## src/rtl/drv_cmd_pkg.sv

```systemverilog
package drv_cmd_pkg;
  localparam int REG_W = 16;
  localparam int SEL_W = 5;
  localparam int FN_W  = 6;

  localparam logic [SEL_W-1:0] SEL_CTRL = 5'd0;
  localparam logic [SEL_W-1:0] SEL_STAT = 5'd1;
  localparam logic [SEL_W-1:0] SEL_ERR1 = 5'd2;
  localparam logic [SEL_W-1:0] SEL_ATTN = 5'd4;
  localparam logic [SEL_W-1:0] SEL_ERR2 = 5'd12;
  localparam logic [SEL_W-1:0] SEL_ERR3 = 5'd13;

  // status bit positions
  localparam int ST_ATTN = 15;
  localparam int ST_CERR = 14;
  localparam int ST_PIP  = 13;
  localparam int ST_ONL  = 12;
  localparam int ST_WLK  = 11;
  localparam int ST_PRES = 8;
  localparam int ST_RDY  = 7;

  // error register 1 bit positions
  localparam int E1_BADFN  = 0;
  localparam int E1_BADREG = 1;
  localparam int E1_PAR    = 3;

  // function codes (octal)
  localparam logic [FN_W-1:0] FN_NOP     = 6'o01;
  localparam logic [FN_W-1:0] FN_UNLOAD  = 6'o03;
  localparam logic [FN_W-1:0] FN_SEEK    = 6'o05;
  localparam logic [FN_W-1:0] FN_RECAL   = 6'o07;
  localparam logic [FN_W-1:0] FN_DCLR    = 6'o11;
  localparam logic [FN_W-1:0] FN_RELEASE = 6'o13;
  localparam logic [FN_W-1:0] FN_OFFSET  = 6'o15;
  localparam logic [FN_W-1:0] FN_CENTER  = 6'o17;
  localparam logic [FN_W-1:0] FN_PRESET  = 6'o21;
  localparam logic [FN_W-1:0] FN_PACKACK = 6'o23;
  localparam logic [FN_W-1:0] FN_SEARCH  = 6'o31;
  localparam logic [FN_W-1:0] FN_WR      = 6'o61;
  localparam logic [FN_W-1:0] FN_WRHDR   = 6'o63;
  localparam logic [FN_W-1:0] FN_RD      = 6'o71;
  localparam logic [FN_W-1:0] FN_RDHDR   = 6'o73;

  typedef struct packed {
    logic legal;
    logic motion;
    logic clear;
    logic unload;
  } fn_class_t;
endpackage

```

## src/rtl/drv_fn_decode.sv

```systemverilog
module drv_fn_decode
  import drv_cmd_pkg::*;
#(
  parameter int CODE_W = FN_W
) (
  input  logic [CODE_W-1:1] code_hi,
  output fn_class_t         cls
);
  logic [CODE_W-1:0] full;
  assign full = {code_hi, 1'b1};

  always_comb begin
    cls = '0;
    case (full)
      FN_UNLOAD: begin cls.legal = 1'b1; cls.motion = 1'b1; cls.unload = 1'b1; end
      FN_SEEK, FN_RECAL, FN_OFFSET, FN_CENTER: begin
        cls.legal = 1'b1; cls.motion = 1'b1;
      end
      FN_DCLR: begin cls.legal = 1'b1; cls.clear = 1'b1; end
      FN_NOP, FN_RELEASE, FN_PRESET, FN_PACKACK, FN_SEARCH,
      FN_WR, FN_WRHDR, FN_RD, FN_RDHDR: cls.legal = 1'b1;
      default: cls = '0;
    endcase
  end
endmodule

```

## src/rtl/drv_err_bank.sv

```systemverilog
module drv_err_bank #(
  parameter int W     = 16,
  parameter int NREGS = 3
) (
  input  logic                      clk,
  input  logic                      rst,
  input  logic [NREGS-1:0]          sw_we,
  input  logic [W-1:0]              sw_data,
  input  logic [NREGS-1:0][W-1:0]   hw_set,
  input  logic                      clr,
  output logic [NREGS-1:0][W-1:0]   err_q,
  output logic                      cerr
);
  logic [NREGS-1:0] nz;

  for (genvar i = 0; i < NREGS; i++) begin : g_reg
    always_ff @(posedge clk) begin
      if (rst)            err_q[i] <= '0;
      else if (clr)       err_q[i] <= hw_set[i];
      else if (sw_we[i])  err_q[i] <= sw_data | hw_set[i];
      else                err_q[i] <= err_q[i] | hw_set[i];
    end
    assign nz[i] = |err_q[i];
  end

  assign cerr = |nz;


  clr_empties_chk: assert property (@(posedge clk) disable iff (rst)
    clr && !(|hw_set) |=> (err_q == '0));

  sw_write_chk: assert property (@(posedge clk) disable iff (rst)
    sw_we[0] && !clr && !(|hw_set[0]) |=> (err_q[0] == $past(sw_data)));
endmodule

```

## src/rtl/drv_attn_ctl.sv

```systemverilog
module drv_attn_ctl (
  input  logic clk,
  input  logic rst,
  input  logic online_in,
  input  logic set_pos,
  input  logic set_err,
  input  logic unload_arm,
  input  logic clr_dclr,
  input  logic clr_sw,
  output logic online_q,
  output logic attn_q
);
  logic on_d, pend_q, chg, line_evt, any_set, any_clr;

  assign chg      = online_q ^ on_d;
  assign line_evt = chg && !pend_q;
  assign any_set  = set_pos | set_err | line_evt;
  assign any_clr  = clr_dclr | clr_sw;

  always_ff @(posedge clk) begin
    if (rst) begin
      online_q <= online_in;
      on_d     <= online_in;
      pend_q   <= 1'b0;
      attn_q   <= 1'b0;
    end else begin
      online_q <= online_in;
      on_d     <= online_q;
      if (unload_arm)  pend_q <= 1'b1;
      else if (chg)    pend_q <= 1'b0;
      if (any_set)      attn_q <= 1'b1;
      else if (any_clr) attn_q <= 1'b0;
    end
  end


  line_change_chk: assert property (@(posedge clk) disable iff (rst)
    chg && !pend_q |=> attn_q);

  unload_mask_chk: assert property (@(posedge clk) disable iff (rst)
    chg && pend_q && !set_pos && !set_err && !any_clr |=> attn_q == $past(attn_q));

  attn_clear_chk: assert property (@(posedge clk) disable iff (rst)
    clr_sw && !set_pos && !set_err && !chg |=> !attn_q);
endmodule

```

## src/rtl/drv_cmd_attn.sv

```systemverilog
module drv_cmd_attn
  import drv_cmd_pkg::*;
#(
  parameter int DATA_W = REG_W,
  parameter int ADR_W  = SEL_W,
  parameter int DRV_ID = 0
) (
  input  logic              clk,
  input  logic              rst,
  input  logic              wr_en,
  input  logic [ADR_W-1:0]  wr_sel,
  input  logic [DATA_W-1:0] wr_data,
  input  logic              rd_en,
  input  logic [ADR_W-1:0]  rd_sel,
  output logic [DATA_W-1:0] rd_data,
  input  logic              online_in,
  input  logic              wrlock_in,
  input  logic              pos_done,
  input  logic              ext_err,
  output logic              attn_out
);
  localparam int NERR = 3;

  logic [FN_W-1:1]             func_q;
  logic                        go_q, pip_q, wl_q;
  logic                        ctrl_take, go_req, start_mo, pos_cpl;
  logic                        ilf_set, ilr_set, par_set, err_attn, sw_aclr;
  logic                        online_q, attn_q, cerr;
  fn_class_t                   cls;
  logic [NERR-1:0]             err_we;
  logic [NERR-1:0][DATA_W-1:0] err_set, err_q;
  logic [DATA_W-1:0]           stat_v, rd_mux, rd_q;

  drv_fn_decode #(.CODE_W(FN_W)) u_dec (
    .code_hi (wr_data[FN_W-1:1]),
    .cls     (cls)
  );

  assign ctrl_take = wr_en && (wr_sel == SEL_CTRL) && !go_q;
  assign go_req    = ctrl_take && wr_data[0];
  assign start_mo  = go_req && cls.motion;
  assign pos_cpl   = go_q && pip_q && pos_done;
  assign ilf_set   = go_req && !cls.legal;
  assign ilr_set   = (wr_en && wr_sel[ADR_W-1]) || (rd_en && rd_sel[ADR_W-1]);
  assign par_set   = ext_err;
  assign err_attn  = online_q && (ilf_set || (go_q && (ilr_set || par_set)));
  assign sw_aclr   = wr_en && (wr_sel == SEL_ATTN) && wr_data[DRV_ID];

  assign err_we[0] = wr_en && (wr_sel == SEL_ERR1);
  assign err_we[1] = wr_en && (wr_sel == SEL_ERR2);
  assign err_we[2] = wr_en && (wr_sel == SEL_ERR3);

  always_comb begin
    err_set = '0;
    err_set[0][E1_BADFN]  = ilf_set;
    err_set[0][E1_BADREG] = ilr_set;
    err_set[0][E1_PAR]    = par_set;
  end

  drv_err_bank #(.W(DATA_W), .NREGS(NERR)) u_err (
    .clk     (clk),
    .rst     (rst),
    .sw_we   (err_we),
    .sw_data (wr_data),
    .hw_set  (err_set),
    .clr     (go_req && cls.clear),
    .err_q   (err_q),
    .cerr    (cerr)
  );

  drv_attn_ctl u_attn (
    .clk        (clk),
    .rst        (rst),
    .online_in  (online_in),
    .set_pos    (pos_cpl),
    .set_err    (err_attn),
    .unload_arm (go_req && cls.unload),
    .clr_dclr   (go_req && cls.clear),
    .clr_sw     (sw_aclr),
    .online_q   (online_q),
    .attn_q     (attn_q)
  );

  always_ff @(posedge clk) begin
    if (rst) begin
      func_q <= '0;
      go_q   <= 1'b0;
      pip_q  <= 1'b0;
      wl_q   <= 1'b0;
    end else begin
      wl_q <= wrlock_in;
      if (ctrl_take) func_q <= wr_data[FN_W-1:1];
      if (pos_cpl) begin
        go_q  <= 1'b0;
        pip_q <= 1'b0;
      end else if (start_mo) begin
        go_q  <= 1'b1;
        pip_q <= 1'b1;
      end
    end
  end

  always_comb begin
    stat_v          = '0;
    stat_v[ST_ATTN] = attn_q;
    stat_v[ST_CERR] = cerr;
    stat_v[ST_PIP]  = pip_q;
    stat_v[ST_ONL]  = online_q;
    stat_v[ST_WLK]  = wl_q;
    stat_v[ST_PRES] = 1'b1;
    stat_v[ST_RDY]  = !go_q;
  end

  always_comb begin
    rd_mux = '0;
    case (rd_sel)
      SEL_CTRL: rd_mux[FN_W-1:0] = {func_q, go_q};
      SEL_STAT: rd_mux = stat_v;
      SEL_ERR1: rd_mux = err_q[0];
      SEL_ATTN: rd_mux[DRV_ID] = attn_q;
      SEL_ERR2: rd_mux = err_q[1];
      SEL_ERR3: rd_mux = err_q[2];
      default:  rd_mux = '0;
    endcase
  end

  always_ff @(posedge clk) begin
    if (rst)        rd_q <= '0;
    else if (rd_en) rd_q <= rd_mux;
  end

  assign rd_data  = rd_q;
  assign attn_out = attn_q;


  busy_pair_chk: assert property (@(posedge clk) disable iff (rst)
    start_mo |=> go_q && pip_q && !stat_v[ST_RDY]);

  pos_end_chk: assert property (@(posedge clk) disable iff (rst)
    pos_cpl |=> !go_q && !pip_q && attn_out);

  busy_hold_chk: assert property (@(posedge clk) disable iff (rst)
    go_q && !pos_cpl |=> $stable(func_q) && go_q);

  bad_fn_chk: assert property (@(posedge clk) disable iff (rst)
    ilf_set |=> err_q[0][E1_BADFN] && !go_q);

  bad_reg_read_chk: assert property (@(posedge clk) disable iff (rst)
    rd_en && rd_sel[ADR_W-1] |=> rd_data == '0);
endmodule

```

## config.mk

```make
export PLATFORM = sky130hd
export DESIGN_NAME = drv_cmd_attn
export DESIGN_NICKNAME = d
export VERILOG_FILES = /design/src/rtl/drv_cmd_pkg.sv /design/src/rtl/drv_fn_decode.sv /design/src/rtl/drv_err_bank.sv /design/src/rtl/drv_attn_ctl.sv /design/src/rtl/drv_cmd_attn.sv
export SDC_FILE = /design/constraint.sdc
export NUM_CORES = 1
export LEC_CHECK = 0
export BUFFER_PORTS_ARGS = -buffer_cell sky130_fd_sc_hd__buf_4
export CORE_AREA = 2 2 87 89
export DETAILED_ROUTE_END_ITERATION = 6
export DIE_AREA = 0 0 89 91
export GPL_TIMING_DRIVEN = 1
export HOLD_SLACK_MARGIN = 0.06
export PLACE_DENSITY = 0.84
export SLEW_MARGIN = 30
export SYNTH_ARGS = -nofsm -noshare
export SYNTH_HDL_FRONTEND = slang
export SYNTH_HIERARCHICAL = 1
export SYNTH_SLANG_ARGS = --single-unit
export TNS_END_PERCENT = 10
```

## constraint.sdc

```tcl
create_clock -name clk -period 2 [get_ports clk]
set_input_delay 0.2 -clock clk [delete_from_list [all_inputs] [get_ports clk]]
set_output_delay 0.2 -clock clk [all_outputs]
set_load 0.03 [all_outputs]
```

==> results.sh, run 1 <==
export IMPL_drive_gt1_share_pct=26.9
export IMPL_finClkSkew_ps=10.3
export IMPL_crit_path_end_kind="flip-flop"
export IMPL_clock_root_buffer="clkbuf_8"
export IMPL_p_int_mw=2.51
export IMPL_rsz0062_at_grt="false"
export IMPL_tritoncts="built"
export IMPL_status="finished clean"
export IMPL_multiInputGateArea_um2=2500
export IMPL_p_seq_share_pct=48.6
export IMPL_p_leak_nw=2.03
export IMPL_synth_edf_count=0
export IMPL_seq_area_frac_synth_pct=36.8
export IMPL_finalSetupTns_ps=0
export IMPL_wl_per_cell_um=17.2
export IMPL_clk_pin_slew_ps=80
export IMPL_std_cell_rows=31
export IMPL_cts_buffers_inserted=9
export IMPL_post_cts_setup_buffers=0
export IMPL_crit_arrival_ps=2120
export IMPL_async_flop_share_pct=0
export IMPL_first_iter_violations=471
export IMPL_critPathLaunchType="flip-flop"
export IMPL_p_per_area_nw_per_um2=696
export IMPL_final_antenna_net_count=0
export IMPL_ys_flop_type="dfxtp_1"
export IMPL_synth_xor_area_share_pct=0.430
export IMPL_hpwl_um=7520
export IMPL_setup_viol=0
export IMPL_period_needed_ps=1870
export IMPL_clk_latency_ps=350
export IMPL_seqCellArea_um2=1500
export IMPL_start_util_pct=57.1
export IMPL_gp_congestion=0.916
export IMPL_p_comb_share_pct=13.7
export IMPL_grt_usage_pct=28.3
export IMPL_grt_remaining_overflow=0
export IMPL_die_w_um=89
export IMPL_dp_cells=606
export IMPL_synth_compound_area_share_pct=18.3
export IMPL_netlist_area_um2=4080
export IMPL_layout_nets=554
export IMPL_ys_seq_elements=75
export IMPL_synth_simple_gate_area_share_pct=20.0
export IMPL_drt_total_wl_um=10700
export IMPL_antenna_found_initial=0
export IMPL_grt_max_degree=49
export IMPL_worst_pin_slew_ps=552
export IMPL_synth_cells=432
export IMPL_worstSetupPathType="reg -> reg"
export IMPL_fmax_ghz=0.534
export IMPL_via_count=3615
export IMPL_viasPerCell=5.79
export IMPL_core_um2=7140
export IMPL_yosysUniqueCellTypes=60
export IMPL_die_h_um=91
export IMPL_synthMostInstantiatedCell="dfxtp_1"
export IMPL_area_delta_synth_final_pct=19.9
export IMPL_yosysWarnings=6
export IMPL_synthTopCellsByCount="dfxtp_1 (75), a21oi_1 (61), nor2_1 (58)"
export IMPL_power_frac_clock_pct=37.7
export IMPL_synth_area_mux_share_pct=18.3
export IMPL_path_max_fanout=3
export IMPL_netlist_area_leader_share_pct=36.8
export IMPL_portBuffers=50
export IMPL_grt_pass1_vias=3559
export IMPL_placement_cell_area_um2=4650
export IMPL_synth_area_leader_cell="dfxtp_1"
export IMPL_clock_sinks=75
export IMPL_setup_ws_ps=128
export IMPL_htreeDepth=3
export IMPL_fillers=543
export IMPL_worstHoldPathType="in -> reg"
export IMPL_synthAdderAreaFrac_pct=0
export IMPL_cap_violations=0
export IMPL_synth_top_family_by_area="simple AND/OR/NAND/NOR gates"
export IMPL_p_sw_uw=892
export IMPL_boundaryPins=51
export IMPL_avgSynthCellArea_um2=9.44
export IMPL_cp_required_ps=2250
export IMPL_diodes=0
export IMPL_period_share_pct=93.6
export IMPL_grt_pass1_wl_um=17700
export IMPL_synthTopCellsByArea="dfxtp_1 (37%), mux2_4 (11%), a21oi_1 (7.5%), nor2_1 (5.3%), mux2_2 (5.2%)"
export IMPL_switching_share_pct=26.2
export IMPL_dieArea_um2=8100
export IMPL_remaining_drc_errors=0
export IMPL_report_final_hold_viol_count=0
export IMPL_dp_slack_ps=228
export IMPL_finalMaxSlewViolations=0
export IMPL_relSlewSlack_pct=62.8
export IMPL_postLayoutCellArea_um2=4890
export IMPL_first_pass_iters=5
export IMPL_ctsLongestPathBuffers=2
export IMPL_layout_cells_non_filler=624
export IMPL_vdd_ir_drop_worst_mv=0.429
==> state kept, by name (all words and copies together) (netlist names) <==
register,count
u_attn/pend_q,1
rd_data,16
pip_q,1
u_err/err_q,48
func_q,5
u_attn/on_d,1
u_attn/online_q,1
wl_q,1
u_attn/attn_q,1
==> per-layer routing <==
| metal | part of all wire (%) | vias up | wire length (um) | global-route usage (%) |
|---|---|---|---|---|
| met5 | 0 | - | 0 | 0 |
| met4 | 3.4 | 0 | 363 | 12.3 |
| li1 | - | 1713 | - | - |
| met2 | 47 | 201 | 5020 | 44.5 |
| met1 | 42 | 1665 | 4560 | 37.9 |
| met3 | 7.4 | 36 | 796 | 5.00 |
==> repair_timing <==
| item | in CTS | in global routing |
|---|---|---|
| gates resized for setup | 0 | 0 |
| hold buffers | 2 | 0 |
| endpoints found under the hold margin | 2 | 0 |
==> worst max-delay path, stage by stage, from the launching register on <==
cell and delay [ps]:
dfxtp_1 340, nor4_1 440, nand4_1 170, or3_1 380
a22oi_1 190, o22a_1 180, o21ai_1 70
==> area by class of cell <==
class / count / share of cell area [%]
multi-input combinational: 365 / 51.2
sequential: 75 / 30.7
timing repair buffer: 61 / 10.5
clock buffer: 10 / 2.61
tap: 99 / 2.53
clock inverter: 6 / 1.84
inverter: 8 / 0.614
==> cell usage in the layout (no fill, tap or decap), types with 7 or more instances in the layout <==
cell / netlist / layout
dfxtp_1: 75 / 75
a21oi_1: 61 / 61
nor2_1: 58 / 58
buf_4: 2 / 55
conb_1: 1 / 45
mux2_4: 30 / 30
mux2_2: 19 / 19
nand2_1: 14 / 14
nor4_1: 14 / 13
nand2b_1: 12 / 12
a22o_1: 9 / 9
clkbuf_8: 0 / 9
mux2i_1: 8 / 8
inv_1: 8 / 8
nand3_1: 7 / 7
==> kinds of logic (layout without fill, tap and decap cells) <==
kind of cell / count (synthesis) / count (layout)
xor gates and xnor gates: 2 / 2
and+or+nand+nor: 144 / 144
other: 1 / 45
AOI/OAI and AO/OA: 117 / 117
muxes: 57 / 57
DFF: 75 / 75
buffers and inverters: 36 / 85
==> power by group through the flow <==
stage / registers [mW] / logic (mW) / clock network [mW]
after detailed placement: 1.68 / 0.449 / 0
after global placement: 1.68 / 0.434 / 0
after CTS: 1.65 / 0.457 / 1.30
after global routing: 1.66 / 0.510 / 1.37
after floorplan: 1.66 / 0.316 / 0
final: 1.65 / 0.468 / 1.28
==> metrics by stage <==
step | hold slack, ps | utilization, % | power, mW
after global placement | 311 | 65.2 | 2.11
final | 93.2 | 68.5 | 3.40
after floorplan | 228 | - | 1.97
after global routing | 94.6 | 68.5 | 3.54
after detailed placement | 316 | 65.2 | 2.13
after CTS | 74.7 | 68.5 | 3.41
==> worst paths after layout <==
path                                       end            start  slack (ps)  cells after the start
worst max-delay path               rd_data[14]  u_err/err_q[21]         130                      6
worst min-delay path            u_err/err_q[3]          ext_err          90                      3
worst max register to register     rd_data[14]  u_err/err_q[21]         130                      6
worst min register to register      rd_data[7]       rd_data[7]         460                      2
(Power assumes the default switching activity.)
==> run 2: changes to the inputs <==
--- a/config.mk
+++ b/config.mk
@@ -6,12 +6,12 @@
 export NUM_CORES = 1
 export LEC_CHECK = 0
 export BUFFER_PORTS_ARGS = -buffer_cell sky130_fd_sc_hd__buf_4
-export CORE_AREA = 2 2 87 89
+export CORE_AREA = 2 2 104 106
 export DETAILED_ROUTE_END_ITERATION = 6
-export DIE_AREA = 0 0 89 91
+export DIE_AREA = 0 0 106 108
 export GPL_TIMING_DRIVEN = 1
 export HOLD_SLACK_MARGIN = 0.06
-export PLACE_DENSITY = 0.84
+export PLACE_DENSITY = 0.63
 export SLEW_MARGIN = 30
 export SYNTH_ARGS = -nofsm -noshare
 export SYNTH_HDL_FRONTEND = slang
==> run 2 against run 1 <==
  * Worst setup slack improved by 84 ps
  * Fmax increased by 4.7%
  * Design area increased by 2.5%
  * Combinational power decreased by 1%
  * Register-to-register slack improved by 80 ps
  * Critical path type unchanged
==> results.sh, run 2 (synthesized netlist as in run 1, its figures left out) <==
export IMPL_gp_congestion=0.875
export IMPL_finalMaxSlewViolations=0
export IMPL_tritoncts="built"
export IMPL_report_final_hold_viol_count=0
export IMPL_grt_pass1_vias=3183
export IMPL_wl_per_cell_um=16.1
export IMPL_first_pass_iters=5
export IMPL_p_sw_uw=898
export IMPL_cap_violations=0
export IMPL_clock_sinks=75
export IMPL_period_share_pct=89.4
export IMPL_ctsLongestPathBuffers=2
export IMPL_largest_reg_flops=48
export IMPL_clk_latency_ps=360
export IMPL_antenna_found_initial=0
export IMPL_period_needed_ps=1790
export IMPL_worstHoldPathType="in -> reg"
export IMPL_htreeDepth=3
export IMPL_setup_viol=0
export IMPL_power_frac_clock_pct=42.7
export IMPL_mostFrequentLayoutCells="dfxtp_1 (75), a21oi_1 (61), nor2_1 (58)"
export IMPL_critPathLaunchType="flip-flop"
export IMPL_core_um2=10200
export IMPL_switching_share_pct=24.3
export IMPL_p_leak_nw=2.06
export IMPL_worstSetupPathType="reg -> reg"
export IMPL_drt_total_wl_um=10600
export IMPL_grt_usage_pct=19.4
export IMPL_remaining_drc_errors=0
export IMPL_worst_pin_slew_ps=526
export IMPL_via_count=3409
export IMPL_rsz0062_at_grt="false"
export IMPL_std_cell_rows=37
export IMPL_holdWs_ps=148
export IMPL_hpwl_um=7790
export IMPL_p_per_area_nw_per_um2=738
export IMPL_drive_gt1_share_pct=27.1
export IMPL_dieArea_um2=11400
export IMPL_die_h_um=108
export IMPL_boundaryPins=51
export IMPL_crit_chain="nor4_1 -> nand4_1 -> or3_1 -> a22oi_1 -> o22a_1 -> o21ai_1"
export IMPL_final_antenna_net_count=0
export IMPL_status="finished clean"
export IMPL_p_seq_share_pct=44.8
export IMPL_cts_buffers_inserted=9
export IMPL_final_common_cell="dfxtp_1"
export IMPL_top_register="u_err/err_q"
export IMPL_first_iter_violations=201
export IMPL_die_w_um=106
export IMPL_start_util_pct=39.8
export IMPL_layout_nets=556
export IMPL_cp_top_family="simple AND/OR/NAND/NOR gates"
export IMPL_worst_path_max_delay_cell="nor4_1"
export IMPL_finClkSkew_ps=9.42
export IMPL_cp_required_ps=2250
export IMPL_dp_cells=644
export IMPL_relSlewSlack_pct=64.5
export IMPL_p_int_mw=2.80
export IMPL_slowest_delay_ps=470
export IMPL_grt_max_degree=49
export IMPL_crit_path_end_kind="flip-flop"
export IMPL_finalSetupTns_ps=0
export IMPL_viasPerCell=5.14
export IMPL_vdd_ir_drop_worst_mv=0.493
export IMPL_clock_root_buffer="clkbuf_8"
export IMPL_clk_pin_slew_ps=80
export IMPL_critPathBufInv=0
export IMPL_p_total_mw=3.70
export IMPL_fmax_ghz=0.559
export IMPL_cts_resized_gates=0
export IMPL_p_comb_share_pct=12.5
export IMPL_grt_pass1_wl_um=17200
export IMPL_path_max_fanout=3
export IMPL_grt_remaining_overflow=0
export IMPL_diodes=0
export IMPL_layout_cells_non_filler=663
export IMPL_crit_arrival_ps=2030
export IMPL_area_delta_synth_final_pct=22.9
export IMPL_portBuffers=50
## run 2: cell count changes in the layout (fill, tap and decap cells not counted)
| cell | delta |
|---|---|
| buf_4 | +1 |
| bufinv_16 | +2 |
| clkbuf_1 | -1 |
| clkbuf_8 | +1 |
| clkinv_2 | -1 |
| clkinv_4 | -1 |
| dlygate4sd3_1 | +1 |
## run 2: per-stage QoR
stage / util (%) / setup WS (ps) / instance area (um2)
floorplan: - / 309 / 4240
global placement: 46.0 / 275 / 4700
detailed placement: 46.0 / 231 / 4700
CTS: 49.0 / 256 / 5010
global route: 49.0 / 106 / 5010
finish: 49.0 / 212 / 5010
## run 2: path summary, 6_finish.rpt
path | from | to | slack [ps] | cells after the start
setup / recovery | u_err/err_q[2] | rd_data[14] | 210 | 6
setup reg to reg | u_err/err_q[2] | rd_data[14] | 210 | 6
hold reg to reg | rd_data[7] | rd_data[7] | 460 | 2
hold / removal | pos_done | pip_q | 150 | 4
## run 2: metal layers
layer  track usage (%)  part of all wire (%)
met3              3.68                   3.9
met5                 0                     0
met1              27.7                    50
met2              29.8                    44
met4              5.92                   1.8
## run 2: layout make-up
class | count | area, um2
sequential | 75 | 1500
tap | 136 | 170
clock inverter | 6 | 136
multi-input combinational | 365 | 2500
inverter | 8 | 30.0
clock buffer | 10 | 138
timing repair buffer | 63 | 531
fill | 963 | 5220
## run 2: power by group through the flow
stage                     combinational, mW  sequential, mW  clock, mW
after floorplan                       0.316            1.66          0
after CTS                             0.458            1.66       1.60
after global placement                0.441            1.69          0
after detailed placement              0.451            1.69          0
after global routing                  0.509            1.67       1.67
final                                 0.461            1.66       1.58
## run 2: worst register-to-register path, stage by stage (launching register included)
cell and delay, ps:
dfxtp_1 340, nor4_1 470, nand4_1 130, or3_1 370, a22oi_1 170, o22a_1 160, o21ai_1 50
## run 2: repair_timing
action                                 CTS  global route
buffers inserted                         0             0
endpoints found under the hold margin    3             0
setup endpoints to repair                0             0
hold buffers                             3             0
==> run 3: changes to the inputs <==
--- a/config.mk
+++ b/config.mk
@@ -6,12 +6,14 @@
 export NUM_CORES = 1
 export LEC_CHECK = 0
 export BUFFER_PORTS_ARGS = -buffer_cell sky130_fd_sc_hd__buf_4
+export CELL_PAD_IN_SITES_DETAIL_PLACEMENT = 1
+export CELL_PAD_IN_SITES_GLOBAL_PLACEMENT = 1
 export CORE_AREA = 2 2 104 106
 export DETAILED_ROUTE_END_ITERATION = 6
 export DIE_AREA = 0 0 106 108
 export GPL_TIMING_DRIVEN = 1
 export HOLD_SLACK_MARGIN = 0.06
-export PLACE_DENSITY = 0.63
+export PLACE_DENSITY = 0.77
 export SLEW_MARGIN = 30
 export SYNTH_ARGS = -nofsm -noshare
 export SYNTH_HDL_FRONTEND = slang
==> run 3 against run 2 <==
  * Sequential share of layout area up 0.64 points
  * First-iteration DRC count down 20%
  * Worst setup slack worse by 45 ps
  * Critical endpoint unchanged
  * Largest cell class unchanged
==> results.sh, run 3 (synthesized netlist as in run 1, its figures left out) <==
export IMPL_status="finished clean"
export IMPL_via_count=3496
export IMPL_crit_arrival_ps=2090
export IMPL_grt_remaining_overflow=0
export IMPL_grt_pass1_wl_um=19700
export IMPL_wl_per_cell_um=18.2
export IMPL_r2r_start="u_err/err_q[21]"
export IMPL_viasPerCell=5.28
export IMPL_finClkSkew_ps=12.3
export IMPL_die_h_um=108
export IMPL_die_w_um=106
export IMPL_drt_total_wl_um=12000
export IMPL_dieArea_um2=11400
export IMPL_portBuffers=50
export IMPL_grt_usage_pct=22.3
export IMPL_start_util_pct=39.8
export IMPL_layout_nets=555
export IMPL_tritoncts="built"
export IMPL_area_delta_synth_final_pct=20.3
export IMPL_first_pass_iters=4
export IMPL_drive_gt1_share_pct=27.2
export IMPL_critPathLaunchType="flip-flop"
export IMPL_p_leak_nw=2.01
export IMPL_boundaryPins=51
export IMPL_gp_congestion=0.841
export IMPL_relSlewSlack_pct=62.2
export IMPL_ctsLongestPathBuffers=2
export IMPL_cts_buffers_inserted=9
export IMPL_rsz0062_at_grt="false"
export IMPL_grt_pass1_vias=3745
export IMPL_largest_reg_flops=48
export IMPL_p_per_area_nw_per_um2=658
export IMPL_fmax_ghz=0.545
export IMPL_worstSetupPathType="reg -> reg"
export IMPL_clk_pin_slew_ps=80
export IMPL_crit_path_end="rd_data[14]"
export IMPL_r2r_end="rd_data[14]"
export IMPL_remaining_drc_errors=0
export IMPL_first_iter_violations=161
export IMPL_fillers=1242
export IMPL_top_register="u_err/err_q"
export IMPL_finalMaxSlewViolations=0
export IMPL_report_final_hold_viol_count=0
export IMPL_core_um2=10200
export IMPL_worstHoldPathType="in -> reg"
export IMPL_mostFrequentLayoutCells="dfxtp_1 (75), a21oi_1 (61), nor2_1 (58)"
export IMPL_clk_latency_ps=360
export IMPL_cp_required_ps=2260
export IMPL_period_needed_ps=1830
export IMPL_finalSetupTns_ps=0
export IMPL_clock_sinks=75
export IMPL_final_antenna_net_count=0
export IMPL_crit_path_end_kind="flip-flop"
export IMPL_clock_root_buffer="clkbuf_8"
export IMPL_period_share_pct=91.7
export IMPL_std_cell_rows=37
export IMPL_cap_violations=0
export IMPL_path_max_fanout=3
export IMPL_reg2reg_slack_ps=170
export IMPL_diodes=0
export IMPL_p_total_mw=3.23
export IMPL_htreeDepth=3
export IMPL_hpwl_um=8810
export IMPL_final_common_cell="dfxtp_1"
export IMPL_post_cts_setup_buffers=0
export IMPL_cp_startpoint="u_err/err_q[21]"
export IMPL_grt_max_degree=49
export IMPL_setup_viol=0
export IMPL_r2r_worst_path_cells=6
export IMPL_antenna_found_initial=0
export IMPL_vdd_ir_drop_worst_mv=0.313
export IMPL_worst_pin_slew_ps=561
-- run 3: critical path, stage by stage (launching register included) --
cell and delay, ps:
dfxtp_1 330, nor4_1 460, nand4_1 150, or3_1 390, a22oi_1 180, o22a_1 160
o21ai_1 60
-- run 3: final cells by class --
cell class                      instances  area [um2]  area share (%)
Inverter                                8        30.0           0.612
Clock inverter                          6        41.3           0.842
Timing Repair Buffer                   62         520            10.6
Multi-Input combinational cell        365        2500            51.0
Clock buffer                           10         138            2.81
Sequential cell                        75        1500            30.6
Tap cell                              136         170            3.47
-- run 3: per-stage QoR --
step / utilization, % / setup slack [ps] / cell area (um2) / cells / hold slack (ps)
after floorplan: - / 309 / 4240 / 476 / 228
after global placement: 46.0 / 245 / 4700 / 644 / 311
after detailed placement: 46.0 / 207 / 4700 / 644 / 318
after CTS: 47.9 / 188 / 4900 / 662 / 66.5
after global routing: 47.9 / 117 / 4900 / 662 / 88.0
final: 47.9 / 166 / 4900 / 662 / 62.5
-- run 3: what timing repair did --
item | CTS | global route
endpoints found under the hold margin | 2 | 0
resized for setup | 0 | 0
hold buffers | 2 | 0
-- run 3: power by group --
group | switching (mW) | internal, mW
combinational | 0.237 | 0.237
clock | 0.616 | 0.482
sequential | 0.0842 | 1.57
-- run 3: worst min path at each step --
| stage | startpoint | to | slack, ps | cells past startpoint |
|---|---|---|---|---|
| floorplan | online_in | u_attn/online_q | 230 | 0 |
| global placement | online_in | u_attn/online_q | 310 | 1 |
| detailed placement | online_in | u_attn/online_q | 320 | 1 |
| CTS | ext_err | u_err/err_q[3] | 70 | 3 |
| global route | ext_err | u_err/err_q[3] | 90 | 3 |
| finish | ext_err | u_err/err_q[3] | 60 | 3 |
-- run 3: metal layers --
layer	up-vias	track usage, %	share of wire [%]
li1	1702	-	-
met1	1708	29.5	47
met2	65	37.3	47
met3	21	3.62	3.0
met4	0	7.42	2.1
met5	-	0	0
